`src/rtl/vic_pkg.sv`:
```
package vic_pkg;
    localparam int NSRC  = 6;
    localparam int NMF   = 3;
    localparam int IDX_W = $clog2(NSRC);
    localparam int VEC_W = 8;

    // source indices, ordered by vector address
    localparam int SRC_EXT  = 0;
    localparam int SRC_TMR0 = 1;
    localparam int SRC_TMR1 = 2;
    localparam int SRC_UART = 3;
    localparam int SRC_I2C  = 4;
    localparam int SRC_MF   = 5;

    typedef enum logic [0:0] {
        ST_IDLE = 1'b0,
        ST_TAKE = 1'b1
    } vic_state_e;
endpackage

```
`src/rtl/vic_fall_detect.sv`:
```
module vic_fall_detect (
    input  logic clk,
    input  logic rst_n,
    input  logic pin_i,
    output logic fall_o
);
    logic prev_q;

    // previous level resets high so a pin held high is quiet after reset
    always_ff @(posedge clk or negedge rst_n) begin
        if (!rst_n) prev_q <= 1'b1;
        else        prev_q <= pin_i;
    end

    assign fall_o = prev_q & ~pin_i;
endmodule

```
`src/rtl/vic_flag_bank.sv`:
```
module vic_flag_bank #(
    parameter int N_REQ = 6,
    parameter int N_SUB = 3
) (
    input  logic             clk,
    input  logic             rst_n,
    input  logic [N_REQ-1:0] req_set_i,
    input  logic [N_REQ-1:0] req_clr_i,
    input  logic [N_SUB-1:0] sub_set_i,
    input  logic [N_SUB-1:0] sub_clr_i,
    output logic [N_REQ-1:0] req_o,
    output logic [N_SUB-1:0] sub_o
);
    logic [N_REQ-1:0] req_q;
    logic [N_SUB-1:0] sub_q;

    // a set in the same cycle as a clear wins, so no event is dropped
    for (genvar g = 0; g < N_REQ; g++) begin : g_req
        always_ff @(posedge clk or negedge rst_n) begin
            if (!rst_n) req_q[g] <= 1'b0;
            else        req_q[g] <= req_set_i[g] | (req_q[g] & ~req_clr_i[g]);
        end
    end

    for (genvar s = 0; s < N_SUB; s++) begin : g_sub
        always_ff @(posedge clk or negedge rst_n) begin
            if (!rst_n) sub_q[s] <= 1'b0;
            else        sub_q[s] <= sub_set_i[s] | (sub_q[s] & ~sub_clr_i[s]);
        end
    end

    assign req_o = req_q;
    assign sub_o = sub_q;
endmodule

```
`src/rtl/vic_prio_pick.sv`:
```
module vic_prio_pick #(
    parameter int N     = 6,
    parameter int IDX_W = $clog2(N)
) (
    input  logic [N-1:0]     req_i,
    output logic             any_o,
    output logic [IDX_W-1:0] idx_o
);
    // scan from the top down so the lowest index is left standing
    always_comb begin
        any_o = |req_i;
        idx_o = '0;
        for (int i = N - 1; i >= 0; i--) begin
            if (req_i[i]) idx_o = IDX_W'(i);
        end
    end
endmodule

```
`src/rtl/vic_core.sv`:
```
module vic_core
    import vic_pkg::*;
#(
    parameter int VEC_BASE = 4,
    parameter int VEC_STEP = 4
) (
    input  logic             clk,
    input  logic             rst_n,
    input  logic             sample_i,
    input  logic             int_pin_i,
    input  logic             tmr0_ovf_i,
    input  logic             tmr1_ovf_i,
    input  logic             uart_tx_en_i,
    input  logic             uart_rx_done_i,
    input  logic             uart_tx_idle_i,
    input  logic             uart_rx_idle_i,
    input  logic             i2c_addr_hit_i,
    input  logic             i2c_byte_done_i,
    input  logic             tmr2_ovf_i,
    input  logic             rtc_tmo_i,
    input  logic             tbase_tmo_i,
    input  logic [NMF-1:0]   mf_sub_clr_i,
    input  logic [NSRC-1:0]  src_en_i,
    input  logic             gie_wr_i,
    input  logic             gie_wdata_i,
    input  logic             ret_i,
    input  logic             reti_i,
    input  logic             stack_full_i,
    output logic             take_o,
    output logic [VEC_W-1:0] vector_o,
    output logic             gie_o,
    output logic [NSRC-1:0]  req_flags_o,
    output logic [NMF-1:0]   mf_sub_o
);
    vic_state_e       state_q, state_d;
    logic [IDX_W-1:0] idx_q, idx_d;
    logic             gie_q;
    logic             ext_fall;
    logic [NSRC-1:0]  req_set, req_clr, req_q, eligible;
    logic [NMF-1:0]   mf_set, mf_q;
    logic             pick_any;
    logic [IDX_W-1:0] pick_idx;

    vic_fall_detect u_fall (
        .clk    (clk),
        .rst_n  (rst_n),
        .pin_i  (int_pin_i),
        .fall_o (ext_fall)
    );

    assign mf_set = {tbase_tmo_i, rtc_tmo_i, tmr2_ovf_i};

    always_comb begin
        req_set           = '0;
        req_set[SRC_EXT]  = ext_fall;
        req_set[SRC_TMR0] = tmr0_ovf_i;
        req_set[SRC_TMR1] = tmr1_ovf_i;
        req_set[SRC_UART] = uart_tx_en_i | uart_rx_done_i | uart_tx_idle_i | uart_rx_idle_i;
        req_set[SRC_I2C]  = i2c_addr_hit_i | i2c_byte_done_i;
        req_set[SRC_MF]   = |mf_set;
    end

    vic_flag_bank #(
        .N_REQ (NSRC),
        .N_SUB (NMF)
    ) u_flags (
        .clk       (clk),
        .rst_n     (rst_n),
        .req_set_i (req_set),
        .req_clr_i (req_clr),
        .sub_set_i (mf_set),
        .sub_clr_i (mf_sub_clr_i),
        .req_o     (req_q),
        .sub_o     (mf_q)
    );

    assign eligible = req_q & src_en_i & {NSRC{gie_q & ~stack_full_i}};

    vic_prio_pick #(
        .N     (NSRC),
        .IDX_W (IDX_W)
    ) u_pick (
        .req_i (eligible),
        .any_o (pick_any),
        .idx_o (pick_idx)
    );

    // state register
    always_ff @(posedge clk or negedge rst_n) begin
        if (!rst_n) begin
            state_q <= ST_IDLE;
            idx_q   <= '0;
        end else begin
            state_q <= state_d;
            idx_q   <= idx_d;
        end
    end

    // transitions: GRANT (idle -> take), RETIRE (take -> idle)
    always_comb begin
        state_d = state_q;
        idx_d   = idx_q;
        unique case (state_q)
            ST_IDLE: begin
                if (sample_i && pick_any) begin
                    state_d = ST_TAKE;
                    idx_d   = pick_idx;
                end
            end
            ST_TAKE: begin
                state_d = ST_IDLE;
            end
            default: state_d = ST_IDLE;
        endcase
    end

    // outputs of the state machine
    always_comb begin
        take_o   = 1'b0;
        vector_o = '0;
        req_clr  = '0;
        unique case (state_q)
            ST_IDLE: ;
            ST_TAKE: begin
                take_o        = 1'b1;
                vector_o      = VEC_W'(VEC_BASE) + VEC_W'(idx_q) * VEC_W'(VEC_STEP);
                req_clr[idx_q] = 1'b1;
            end
            default: ;
        endcase
    end

    // global enable: a take wins, then return-from-interrupt, then software
    always_ff @(posedge clk or negedge rst_n) begin
        if (!rst_n)        gie_q <= 1'b0;
        else if (take_o)   gie_q <= 1'b0;
        else if (reti_i)   gie_q <= 1'b1;
        else if (gie_wr_i) gie_q <= gie_wdata_i;
        else if (ret_i)    gie_q <= gie_q;
    end

    assign gie_o       = gie_q;
    assign req_flags_o = req_q;
    assign mf_sub_o    = mf_q;
endmodule

```
`config.mk`:
```
export PLATFORM = sky130hd
export DESIGN_NAME = vic_core
export DESIGN_NICKNAME = d
export VERILOG_FILES = /design/src/rtl/vic_pkg.sv /design/src/rtl/vic_fall_detect.sv /design/src/rtl/vic_flag_bank.sv /design/src/rtl/vic_prio_pick.sv /design/src/rtl/vic_core.sv
export SDC_FILE = /design/constraint.sdc
export NUM_CORES = 1
export LEC_CHECK = 0
export BUFFER_PORTS_ARGS = -buffer_cell sky130_fd_sc_hd__buf_2
export CAP_MARGIN = 20
export CORE_ASPECT_RATIO = 0.8
export CORE_MARGIN = 3
export CORE_UTILIZATION = 40
export CTS_CLUSTER_SIZE = 28
export DETAILED_ROUTE_END_ITERATION = 16
export PLACE_DENSITY = 0.74
export SLEW_MARGIN = 40
export SYNTH_ARGS = -nofsm -noshare
export SYNTH_HDL_FRONTEND = slang
export SYNTH_HIERARCHICAL = 1
export SYNTH_SLANG_ARGS = --single-unit
```
`constraint.sdc`:
```
create_clock -name clk -period 4.51 [get_ports clk]
set_clock_uncertainty 0.05 [all_clocks]
set_input_delay 0.6765 -clock clk [delete_from_list [all_inputs] [get_ports clk]]
set_output_delay 0.6765 -clock clk [all_outputs]
set_load 0.005 [all_outputs]
```
=== Word level (Yosys, flattened, before mapping) ===
Index checks and enable logic that the tools add are counted.

* $lt $le $gt $ge: 2
* Reductions and logical operators: 6
* Muxes and demuxes: 16
* Add/subtract/negate cells: 1
* Bitwise logic cells: 38

{| class="wikitable"
|+ Operator list
! operator !! count
|-
| two-way mux 3 bit || 6
|-
| OR 1 bit || 13
|-
| bitwise AND 6 bit || 2
|-
| two-way mux 6 bit || 2
|-
| NOT 1 bit || 12
|-
| bitwise AND 1 bit || 11
|-
| adder 3 x 5 -> 6 bit, first input constant || 1
|-
| two-way mux 1 bit || 6
|-
| OR reduction 6 bit || 1
|-
| less-than comparator 3 x 4 -> 1 bit, second input constant || 1
|-
| demux 1 bit (select 3 bit) || 1
|-
| >= comparator 3 x 1 -> 1 bit, second input constant || 1
|-
| nonzero test 3 bit || 1
|-
| OR reduction 3 bit || 1
|-
| logical AND 1 bit || 2
|-
| one-hot mux 1 bit (2 select lines) || 1
|-
| AND reduction 2 bit || 1
|}

* Logic and storage cells: 76
* Register bits after elaboration: 15
* Input port bits: 29

=== Logic depth before layout (Yosys ltp) ===
Gate-level depths: netlist (run 1).

* Word-level depth: 9
* Gate-level depth with buffers: 6
* Gate-level depth less buffers: 6

=== By module ===
The synthesis (run 1) kept the hierarchy.

{| class="wikitable"
|+ By module, submodules not included
! module !! instances !! area an instance (um^2) !! cells an instance
|-
| vic_core || 1 || 402.9 || 44
|-
| vic_flag_bank || 1 || 326.6 || 27
|-
| vic_prio_pick || 1 || 52.6 || 10
|-
| vic_fall_detect || 1 || 40.0 || 2
|}

=== Least setup slack after synthesis (run 1) ===
Ideal clock, no wire load.

* Path kind: input to register
* Start: input port stack_full_i
* End: register idx_q[0]
* Arrival time: 2.208 ns
* Setup time: 0.125 ns
* Setup slack: 2.127 ns
* Stages on the path: 6
* Path through: nor2b_1 and3_1 or4_1 or3_1 nand3b_4 mux2_4

* Elaborated cells between the ends (all ways): 12

{| class="wikitable"
|+ RTL lines
! item !! line !! text
|-
| start, declared || vic_core.sv:28 || <nowiki>input logic stack_full_i,</nowiki>
|-
| NOT 1 bit || vic_core.sv:77 || <nowiki>assign eligible = req_q & src_en_i & {NSRC{gie_q & ~stack_full_i}};</nowiki>
|-
| bitwise AND 1 bit || vic_core.sv:77 ||
|-
| bitwise AND 6 bit || vic_core.sv:77 ||
|-
| named net eligible[0] || vic_core.sv:39 || <nowiki>logic [NSRC-1:0] req_set, req_clr, req_q, eligible;</nowiki>
|-
| OR reduction 6 bit || vic_prio_pick.sv:11 || <nowiki>any_o = |req_i;</nowiki>
|-
| named net pick_any || vic_core.sv:41 || <nowiki>logic pick_any;</nowiki>
|-
| logical AND 1 bit || vic_core.sv:105 || <nowiki>if (sample_i && pick_any) begin</nowiki>
|-
| AND reduction 2 bit (no line) || -- ||
|-
| end signal, assigned || vic_core.sv:95 || <nowiki>idx_q <= idx_d;</nowiki>
|-
| end, declared || vic_core.sv:36 || <nowiki>logic [IDX_W-1:0] idx_q, idx_d;</nowiki>
|}

The timed path passes the listed nets, and every way through them passes these cells.
A chain may end at the register's enable or synchronous reset.

=== Worst setup path in the final report (run 1) ===
* Start: register gie_q, in the netlist gie_o
* End: register idx_q[2]

* Elaborated cells between the ends (all ways): 11

{| class="wikitable"
|+ RTL lines
! item !! line !! text
|-
| start, declared || vic_core.sv:37 || <nowiki>logic gie_q;</nowiki>
|-
| start signal, assigned || vic_core.sv:138 || <nowiki>else if (gie_wr_i) gie_q <= gie_wdata_i;</nowiki>
|-
| start signal, assigned || vic_core.sv:139 || <nowiki>else if (ret_i) gie_q <= gie_q;</nowiki>
|-
| bitwise AND 1 bit || vic_core.sv:77 ||
|-
| bitwise AND 6 bit || vic_core.sv:77 ||
|-
| named net eligible[1] || vic_core.sv:39 ||
|-
| OR reduction 6 bit || vic_prio_pick.sv:11 ||
|-
| named net pick_any || vic_core.sv:41 ||
|-
| logical AND 1 bit || vic_core.sv:105 ||
|-
| AND reduction 2 bit (no line) || -- ||
|}

The timed path passes the listed nets, and every way through them passes these cells.

==> impl_metrics.yaml, run 1 <==
global_route:
  grt_max_degree: 16
  grtUsageMet2_pct: 24.0
  grt_pass1_wl_um: 2770
  grt_overflow: 0
  grt-busiest-layer: "met2"
  grtUsageMet3_pct: 2.80
  antenna_found_initial: 0
  grt_pass1_vias: 633
  use_met1_pct: 17.1
  track_usage_pct: 14.0
drt:
  via_count: 734
  wl_per_cell_um: 11.5
  ant_nets: 0
  first_pass_iters: 4
  drc: 0
  viasPerCell: 4.83
  wl_um: 1750
  drtIter0Drc: 11
clock_network:
  clockBufferDepth: 2
  path_clk_slew_ps: 90
  clock_sinks: 15
  cts-resized-gates: 0
  cts_hold_buf: 0
  cts_made_buffers: 3
  post_cts_buffers: 0
  clk_latency_ps: 280
  cts_root_buffer: "clkbuf_4"
  htreeDepth: 1
  cts_tree: "built"
sta:
  slew_violations: 0
  hold_viol_final: 0
  setup_viol: 0
  period_share_pct: 51.2
  timing.fmax_ghz: 0.433
  fin_tns_setup_ps: 0
  holdWs_ps: 228
  rsz0062_at_grt: "no"
  period_minus_slack_ps: 2310
outcome:
  status: "finished clean"
setup_path:
  startpoint_type: "register"
  required_ps: 4640
  crit_path_end_kind: "register"
  cp.arrival_ps: 2440
  crit_fanout: 6
  worstSetupPathType: "reg -> reg"
synthesis:
  synth_cell_types: 25
  yosysWarnings: 6
  yosys.area.top_type: "dfrtp_1"
  avgSynthCellArea_um2: 9.90
  async_flop_share_pct: 100
  netlist_area_um2: 822
  yosysTopAreaCellShare_pct: 42.6
  synth_ff_type: "dfrtp_1"
  synth-edff-count: 0
  ys_top_cells_by_area: "dfrtp_1, a21o_1, inv_1"
  ys_ff_latch: 15
  syn_inst: 83
  ys_seq_area_share_pct: 45.8
placement:
  place_congestion: 0.728
  port_buffers: 42
  place.detailed.hpwl_um: 1430
  placed_area_um2: 1040
  dp.cells: 148
floorplanning:
  die_x_um: 56.7
  design.die.area_um2: 2640
  start_util_pct: 43.1
  die_h_um: 46.5
  pin_count: 48
  rows: 14
  fp.coreArea_um2: 1910
final_layout:
  area_growth_pct: 30.3
  drive_gt1_share_pct: 41.4
  fin_nets: 159
  final_cell_mix: "buf_2, dfrtp_1, inv_1, a21o_1, nor2_1"
  stdcell_area_um2: 1070
  final_cells: 152
  antennaDiodeCount: 0
  layout_commonest_cell: "buf_2"
power:
  powerDensity_nw_per_um2: 363
  leakage_uw: 0.000568
  irDropWorstVdd_uv: 206
job:
  drv_cap: 0
min_path:
  hold_path_class: "in -> async"
## metal layers
| layer | up-vias | part of all wire, % |
|---|---|---|
| li1 | 355 | - |
| met3 | 4 | 7.4 |
| met5 | - | 0 |
| met4 | 0 | 1.5 |
| met2 | 31 | 50 |
| met1 | 344 | 41 |
## Yosys cell counts, types with 2 or more instances
master and n:
mux2_4 3, inv_1 12, nand2b_1 3, nor2_1 8, buf_4 4, nor3_1 3
nor2b_1 2, or4_1 2, dfrtp_1 14, a21o_1 9, and2_1 2, and3_1 6
nand2_1 2, or3_1 2
## state kept, by name, indices dropped and copies added, names as in the netlist
name,cells
state_q,1
u_fall/prev_q,1
u_flags/sub_o,3
u_flags/req_o,6
gie_o,1
idx_q,3
## report_power, final
part | internal (uW) | switching, uW
logic | 70.8 | 50.5
clock network | 32.9 | 44.6
registers | 158 | 31.4
## final timing paths
check / endpoint / startpoint / depth (start not counted) / slack (ps)
setup / recovery: idx_q[2] / gie_o / 6 / 2200
hold / removal: idx_q[0] / rst_n / 1 / 230
setup reg to reg: idx_q[2] / gie_o / 6 / 2200
hold reg to reg: u_flags/sub_o[2] / u_flags/sub_o[2] / 1 / 430
max in group asynchronous: u_fall/prev_q / rst_n / 1 / 3890
min in group clk: u_flags/sub_o[2] / u_flags/sub_o[2] / 1 / 430
## final cells by class
type / count / area (um2)
fillers: 185 / 838
multi-input cells: 55 / 382
flip-flops and latches: 15 / 377
repair buffers: 42 / 210
inverters: 12 / 45.0
well taps: 24 / 30.0
clock buffers: 3 / 22.5
clock inverters: 1 / 5.00
## cells by family (layout without fill, tap and decap cells)
family / after synthesis / after routing / synth area share [%]
buffers and inverters: 16 / 58 / 9.13
other: 1 / 4 / 0.456
xor gates and xnor gates: 1 / 1 / 1.07
AOI/OAI and AO/OA: 11 / 11 / 9.89
DFF: 15 / 15 / 45.8
and+or+nand+nor: 34 / 34 / 25.4
muxes: 4 / 4 / 6.70
adders and majority gates: 1 / 1 / 1.52
## metrics by stage
| stage | total power, uW | util [%] | setup slack, ps |
|---|---|---|---|
| 6_report | 388 | 56.1 | 2200 |
| 5_1_grt | 420 | 56.1 | 2110 |
| 4_1_cts | 391 | 56.1 | 2210 |
| 3_5_place_dp | 314 | 54.7 | 1940 |
| 3_3_place_gp | 308 | 54.7 | 1960 |
| 2_1_floorplan | 265 | - | 2130 |
## worst max-delay path, stage by stage, from the launching register on
cell      delay [ps]
dfrtp_1          400
nor2b_1          190
and3_1           240
or4_1            530
or3_1            370
nand3b_4         130
mux2_4           300
Note: power is estimated with default switching activity, not from simulation.
==> inputs of run 2 (changes only) <==
--- a/config.mk
+++ b/config.mk
@@ -5,6 +5,7 @@
 export SDC_FILE = /design/constraint.sdc
 export NUM_CORES = 1
 export LEC_CHECK = 0
+export ABC_AREA = 1
 export BUFFER_PORTS_ARGS = -buffer_cell sky130_fd_sc_hd__buf_2
 export CAP_MARGIN = 20
 export CORE_ASPECT_RATIO = 0.8
@@ -12,7 +13,7 @@
 export CORE_UTILIZATION = 40
 export CTS_CLUSTER_SIZE = 28
 export DETAILED_ROUTE_END_ITERATION = 16
-export PLACE_DENSITY = 0.74
+export PLACE_DENSITY = 0.73
 export SLEW_MARGIN = 40
 export SYNTH_ARGS = -nofsm -noshare
 export SYNTH_HDL_FRONTEND = slang
==> constraint.sdc (replaced) <==
create_clock -name clk -period 2.3 [get_ports clk]
set_clock_uncertainty 0.05 [all_clocks]
set_input_delay 0.345 -clock clk [delete_from_list [all_inputs] [get_ports clk]]
set_output_delay 0.345 -clock clk [all_outputs]
set_load 0.005 [all_outputs]
==> run 2 against run 1 <==
Clock power rose by 91%; synthesized cell count rose by 64%; global-route usage barely moved; critical path depth fell by 2; setup slack got worse by 1600 ps; sequential share of layout area fell by 2.5 points; area after synthesis rose by 8.7%; count of clock-buffer cells in the layout did not move; total power rose by 81%; design area rose by 7.6%.
==> impl_metrics.yaml, run 2 <==
synthesis:
  yosysWarnings: 6
  yosysMostFrequentCell: "nand2_1"
  synth_cell_types: 18
  syn_inst: 136
  ys_seq_area_share_pct: 42.2
  avgSynthCellArea_um2: 6.57
  synth_mux_area_share_pct: 0
  yosys.area.top_type: "dfrtp_1"
  netlist_area_um2: 893
  yosysTopAreaCellShare_pct: 39.2
  ys_ff_latch: 15
  synthAdderAreaFrac_pct: 1.40
  synth-edff-count: 0
  yosys.area_share.simple_pct: 36.8
  synth_xor_area_share_pct: 0.980
  synth_ff_type: "dfrtp_1"
  ys_top_cells_by_area: "dfrtp_1, nand2_1, inv_1"
  synth_top_family_by_area: "simple AND/OR/NAND/NOR gates"
  synth_common_cells: "nand2_1, inv_1, nor2_1, dfrtp_1, buf_4"
  synth-compound-area-share_pct: 0.560
  async_flop_share_pct: 100
final_layout:
  layout_commonest_cell: "nand2_1"
  antennaDiodeCount: 0
  area_growth_pct: 29.0
  fin_nets: 213
  largest_reg_flops: 6
  final_cells: 206
  final_cell_mix: "nand2_1, buf_2, inv_1, nor2_1, dfrtp_1"
  stdcell_area_um2: 1150
  drive_gt1_share_pct: 30.2
power:
  p_int_uw: 458
  netSwitchingFraction_pct: 34.9
  irDropWorstVdd_uv: 362
  p_sw_uw: 246
  leakage_uw: 0.000713
  powerDensity_nw_per_um2: 611
  power_frac_comb_pct: 30.5
  clockPowerShare_pct: 21.0
  p_seq_share_pct: 48.4
outcome:
  status: "finished clean"
clock_network:
  cts_root_buffer: "clkbuf_4"
  cts_tree: "built"
  clk_latency_ps: 280
  cts_made_buffers: 3
  path_clk_slew_ps: 90
  cts-resized-gates: 0
  clock_sinks: 15
  htreeDepth: 1
  clockBufferDepth: 2
sta:
  hold_viol_final: 0
  period_minus_slack_ps: 1670
  setup_viol: 0
  rsz0062_at_grt: "no"
  period_share_pct: 72.8
  timing.fmax_ghz: 0.598
  slew_violations: 0
  fin_tns_setup_ps: 0
setup_path:
  reg2reg_depth: 8
  r2r_slack_ps: 840
  slowest_delay_ps: 450
  cp.arrival_ps: 1280
  startpoint_type: "register"
  crit_path_end_kind: "output pin"
  slowest_stage: "dfrtp_1"
  required_ps: 1900
  r2r_start: "gie_o"
  r2r_end: "idx_q[0]"
  worstSetupPathType: "reg -> out"
  crit_chain: "ha_1, xnor2_1, nor2_1, buf_2"
  crit_fanout: 4
floorplanning:
  die_x_um: 58.8
  pin_count: 48
  design.die.area_um2: 2840
  die_h_um: 48.3
  rows: 14
  start_util_pct: 44.7
  fp.coreArea_um2: 2000
global_route:
  track_usage_pct: 14.0
  grt_overflow: 0
  grt_max_degree: 16
  grt_pass1_wl_um: 2990
  antenna_found_initial: 0
  grt_pass1_vias: 731
drt:
  wl_um: 1890
  viasPerCell: 4.30
  via_count: 885
  drc: 0
  drtIter0Drc: 14
  ant_nets: 0
  wl_per_cell_um: 9.16
  first_pass_iters: 4
job:
  drv_cap: 0
min_path:
  hold_path_class: "in -> reg"
  hold_depth: 1
  min_to: "u_fall/prev_q"
  hold_start: "int_pin_i"
placement:
  place.detailed.hpwl_um: 1610
  place_congestion: 0.754
  placed_area_um2: 1110
  port_buffers: 42
  dp.cells: 201
run 2: worst max path at each step:
| stage | depth (start not counted) | start | to | slack (ps) |
|---|---|---|---|---|
| 3_5_place_dp | 10 | stack_full_i | idx_q[0] | 750 |
| 2_1_floorplan | 8 | gie_o | idx_q[0] | 1050 |
| 3_3_place_gp | 10 | stack_full_i | idx_q[0] | 780 |
| 5_1_grt | 4 | idx_q[0] | vector_o[4] | 560 |
| 4_1_cts | 4 | idx_q[0] | vector_o[4] | 610 |
| 6_report | 4 | idx_q[0] | vector_o[4] | 630 |
run 2: cell type report:
type                       count  area (um2)
timing repair buffer          43         220
inverter                      34         128
tap                           24        30.0
sequential                    15         377
clock buffer                   3        22.5
multi-input combinational     86         370
clock inverter                 1        5.00
fill                         210         845
run 2: power by group through the flow:
stage	logic (uW)	clock network (uW)	registers, uW
4_1_cts	217	155	342
3_5_place_dp	215	0	347
2_1_floorplan	138	0	340
6_report	215	148	341
3_3_place_gp	210	0	344
5_1_grt	253	166	348
run 2: critical path: cells and delay by family, from the launching register on:
kind / cells / cell delay (ps)
XOR/XNOR: 1 / 120
adder cells (fa/ha/maj): 1 / 240
buffers and inverters: 1 / 110
flip-flops: 1 / 450
AND/OR/NAND/NOR: 1 / 80
run 2: timing repair:
item,4_1_cts,5_1_grt
endpoints found under the setup margin,0,0
buffers inserted,0,0
endpoints found under the hold margin,14,0
hold buffers,1,0
run 2: cells by family after synthesis:
kind of cell | count (synthesis)
and+or+nand+nor | 79
DFF | 15
xor gates and xnor gates | 1
adders and majority gates | 1
other | 1
AOI/OAI and AO/OA | 1
buffers and inverters | 38
run 2: per-layer routing:
metal / wire (um) / track usage (%) / vias to the layer above
met5: 0 / 0 / -
met4: 14 / 4.07 / 0
met2: 824 / 24.0 / 33
met1: 879 / 18.1 / 379
li1: - / - / 471
met3: 167 / 3.17 / 2
run 2: per-stage QoR:
step                      power [uW]  hold slack (ps)  setup slack, ps  util [%]
after floorplan                  478           -0.591             1050         -
after global placement           554              217              780      55.8
after detailed placement         562              224              752      55.8
after CTS                        714              109              613      57.7
after global routing             768              106              563      57.7
final                            704              119              626      57.7
==> inputs of run 3 (changes only) <==
--- a/config.mk
+++ b/config.mk
@@ -10,10 +10,10 @@
 export CAP_MARGIN = 20
 export CORE_ASPECT_RATIO = 0.8
 export CORE_MARGIN = 3
-export CORE_UTILIZATION = 40
+export CORE_UTILIZATION = 39
 export CTS_CLUSTER_SIZE = 28
 export DETAILED_ROUTE_END_ITERATION = 16
-export PLACE_DENSITY = 0.73
+export PLACE_DENSITY = 0.74
 export SLEW_MARGIN = 40
 export SYNTH_ARGS = -nofsm -noshare
 export SYNTH_HDL_FRONTEND = slang
==> constraint.sdc (replaced) <==
create_clock -name clk -period 1.5 [get_ports clk]
set_clock_uncertainty 0.05 [all_clocks]
set_input_delay 0.225 -clock clk [delete_from_list [all_inputs] [get_ports clk]]
set_output_delay 0.225 -clock clk [all_outputs]
set_load 0.005 [all_outputs]
==> run 3 against run 2 <==
Setup slack lost 600 ps; die area up 2.3%; flip-flop and latch count did not move; worst hold slack got worse by 46 ps; sequential share of layout area fell by 1.4 points; clock power grew 51%; count of clock-buffer cells in the layout up 1; via count grew 1.0%; total power rose by 62%; register-to-register slack got worse by 700 ps; routed wire length up 5.5%; utilization is 2.3 points higher.
==> impl_metrics.yaml, run 3 (synthesis results as in run 2) <==
clock_network:
  cts_root_buffer: "clkbuf_4"
  path_clk_slew_ps: 90
  cts_made_buffers: 3
  htreeDepth: 1
  clk_latency_ps: 280
  clock_sinks: 15
  clockBufferDepth: 2
  cts_tree: "built"
final_layout:
  n_fill_cell: 196
  antennaDiodeCount: 0
  final_cell_mix: "nand2_1, buf_2, inv_1, nor2_1, dfrtp_1"
  area_growth_pct: 35.3
  layout_commonest_cell: "nand2_1"
  stdcell_area_um2: 1210
  largest_reg_flops: 6
  fin_nets: 216
  drive_gt1_share_pct: 34.1
global_route:
  antenna_found_initial: 0
  grt_overflow: 0
  track_usage_pct: 14.3
  grt_pass1_vias: 781
  grt_max_degree: 16
  grt_pass1_wl_um: 3220
drt:
  first_pass_iters: 2
  wl_per_cell_um: 9.52
  drtIter0Drc: 12
  ant_nets: 0
  via_count: 894
  drc: 0
  wl_um: 1990
  viasPerCell: 4.28
power:
  p_sw_uw: 395
  netSwitchingFraction_pct: 34.6
  leakage_uw: 0.000722
  p_seq_share_pct: 46.0
  power_frac_comb_pct: 34.4
  irDropWorstVdd_uv: 758
  p_int_uw: 746
  powerDensity_nw_per_um2: 944
  clockPowerShare_pct: 19.6
floorplanning:
  die_h_um: 48.8
  start_util_pct: 44.3
  rows: 14
  pin_count: 48
  fp.coreArea_um2: 2010
  die_x_um: 59.5
  design.die.area_um2: 2900
placement:
  place_congestion: 0.786
  place.detailed.hpwl_um: 1660
  placed_area_um2: 1110
  pre_cts_slack_ps: 75.2
  port_buffers: 42
sta:
  timing.fmax_ghz: 0.677
  finalWorstSetupSlack_ps: 22.8
  period_share_pct: 98.5
  setup_viol: 0
  slew_violations: 0
  period_minus_slack_ps: 1480
  rsz0062_at_grt: "yes"
  hold_viol_final: 0
min_path:
  hold_path_class: "in -> reg"
setup_path:
  crit_fanout: 4
  startpoint_type: "register"
  required_ps: 1220
  cp.arrival_ps: 1200
  worstSetupPathType: "reg -> out"
  crit_path_end_kind: "output pin"
outcome:
  status: "finished clean"
job:
  drv_cap: 0
## run 3: cell types whose count changed in the layout (fill, tap and decap cells not counted), sizes merged
cell / delta
buf: +2
clkbuf: +1
clkinv: -1
dlygate4sd3: +1
## run 3: routing by layer
layer,global-route usage [%],share of wire (%),vias to the layer above
met5,0,0,-
met3,5.82,9.4,0
met1,18.6,43,374
met4,1.11,0,0
met2,23.3,47,34
li1,-,-,486
## run 3: repair_timing
item | 4_1_cts | 5_1_grt
gates cloned | 0 | 0
resized for setup | 2 | 7
hold endpoints to repair | 15 | 0
endpoints found under the setup margin | 2 | 6
hold buffers | 2 | 0
pin swaps | 1 | 0
buffers inserted | 2 | 0
## run 3: critical path, stage by stage, from the launching register on
cell     delay [ps]
dfrtp_2         440
ha_4            170
xnor2_1         110
nor2_1           90
buf_2           120
## run 3: path summary, 6_finish.rpt
kind / cells after the start / slack (ps) / startpoint / end
min in group asynchronous: 2 / 320 / rst_n / u_flags/req_o[2]
worst min register to register: 2 / 420 / u_flags/sub_o[0] / u_flags/sub_o[0]
worst max-delay path: 4 / 20 / idx_q[0] / vector_o[4]
worst min-delay path: 3 / 70 / tmr0_ovf_i / u_flags/req_o[1]
max in group asynchronous: 2 / 790 / rst_n / u_fall/prev_q
worst max register to register: 8 / 140 / gie_o / idx_q[1]
## run 3: stage by stage
| stage | std cells | util (%) | TNS [ps] | power (uW) | hold WS [ps] |
|---|---|---|---|---|---|
| 2_1_floorplan | 139 | - | 0 | 733 | -121 |
| 3_3_place_gp | 201 | 55.3 | 0 | 847 | 92.3 |
| 3_5_place_dp | 201 | 55.3 | 0 | 863 | 97.8 |
| 4_1_cts | 209 | 59.0 | 0 | 1130 | 67.0 |
| 5_1_grt | 209 | 60.0 | -124 | 1250 | 59.5 |
| 6_report | 209 | 60.0 | 0 | 1140 | 73.0 |
## run 3: layout make-up
type / count / area [um2] / share of cell area, %
Tap cell: 24 / 30.0 / 2.48
Multi-Input combinational cell: 86 / 398 / 32.9
Inverter: 34 / 128 / 10.6
Clock buffer: 4 / 26.3 / 2.17
Sequential cell: 15 / 378 / 31.3
Timing Repair Buffer: 46 / 249 / 20.6
## run 3: power by group through the flow
| stage | clock network [uW] | registers (uW) | logic (uW) |
|---|---|---|---|
| floorplan | 0 | 522 | 212 |
| global placement | 0 | 527 | 320 |
| detailed placement | 0 | 528 | 335 |
| CTS | 233 | 519 | 384 |
| global route | 260 | 535 | 453 |
| finish | 224 | 525 | 393 |
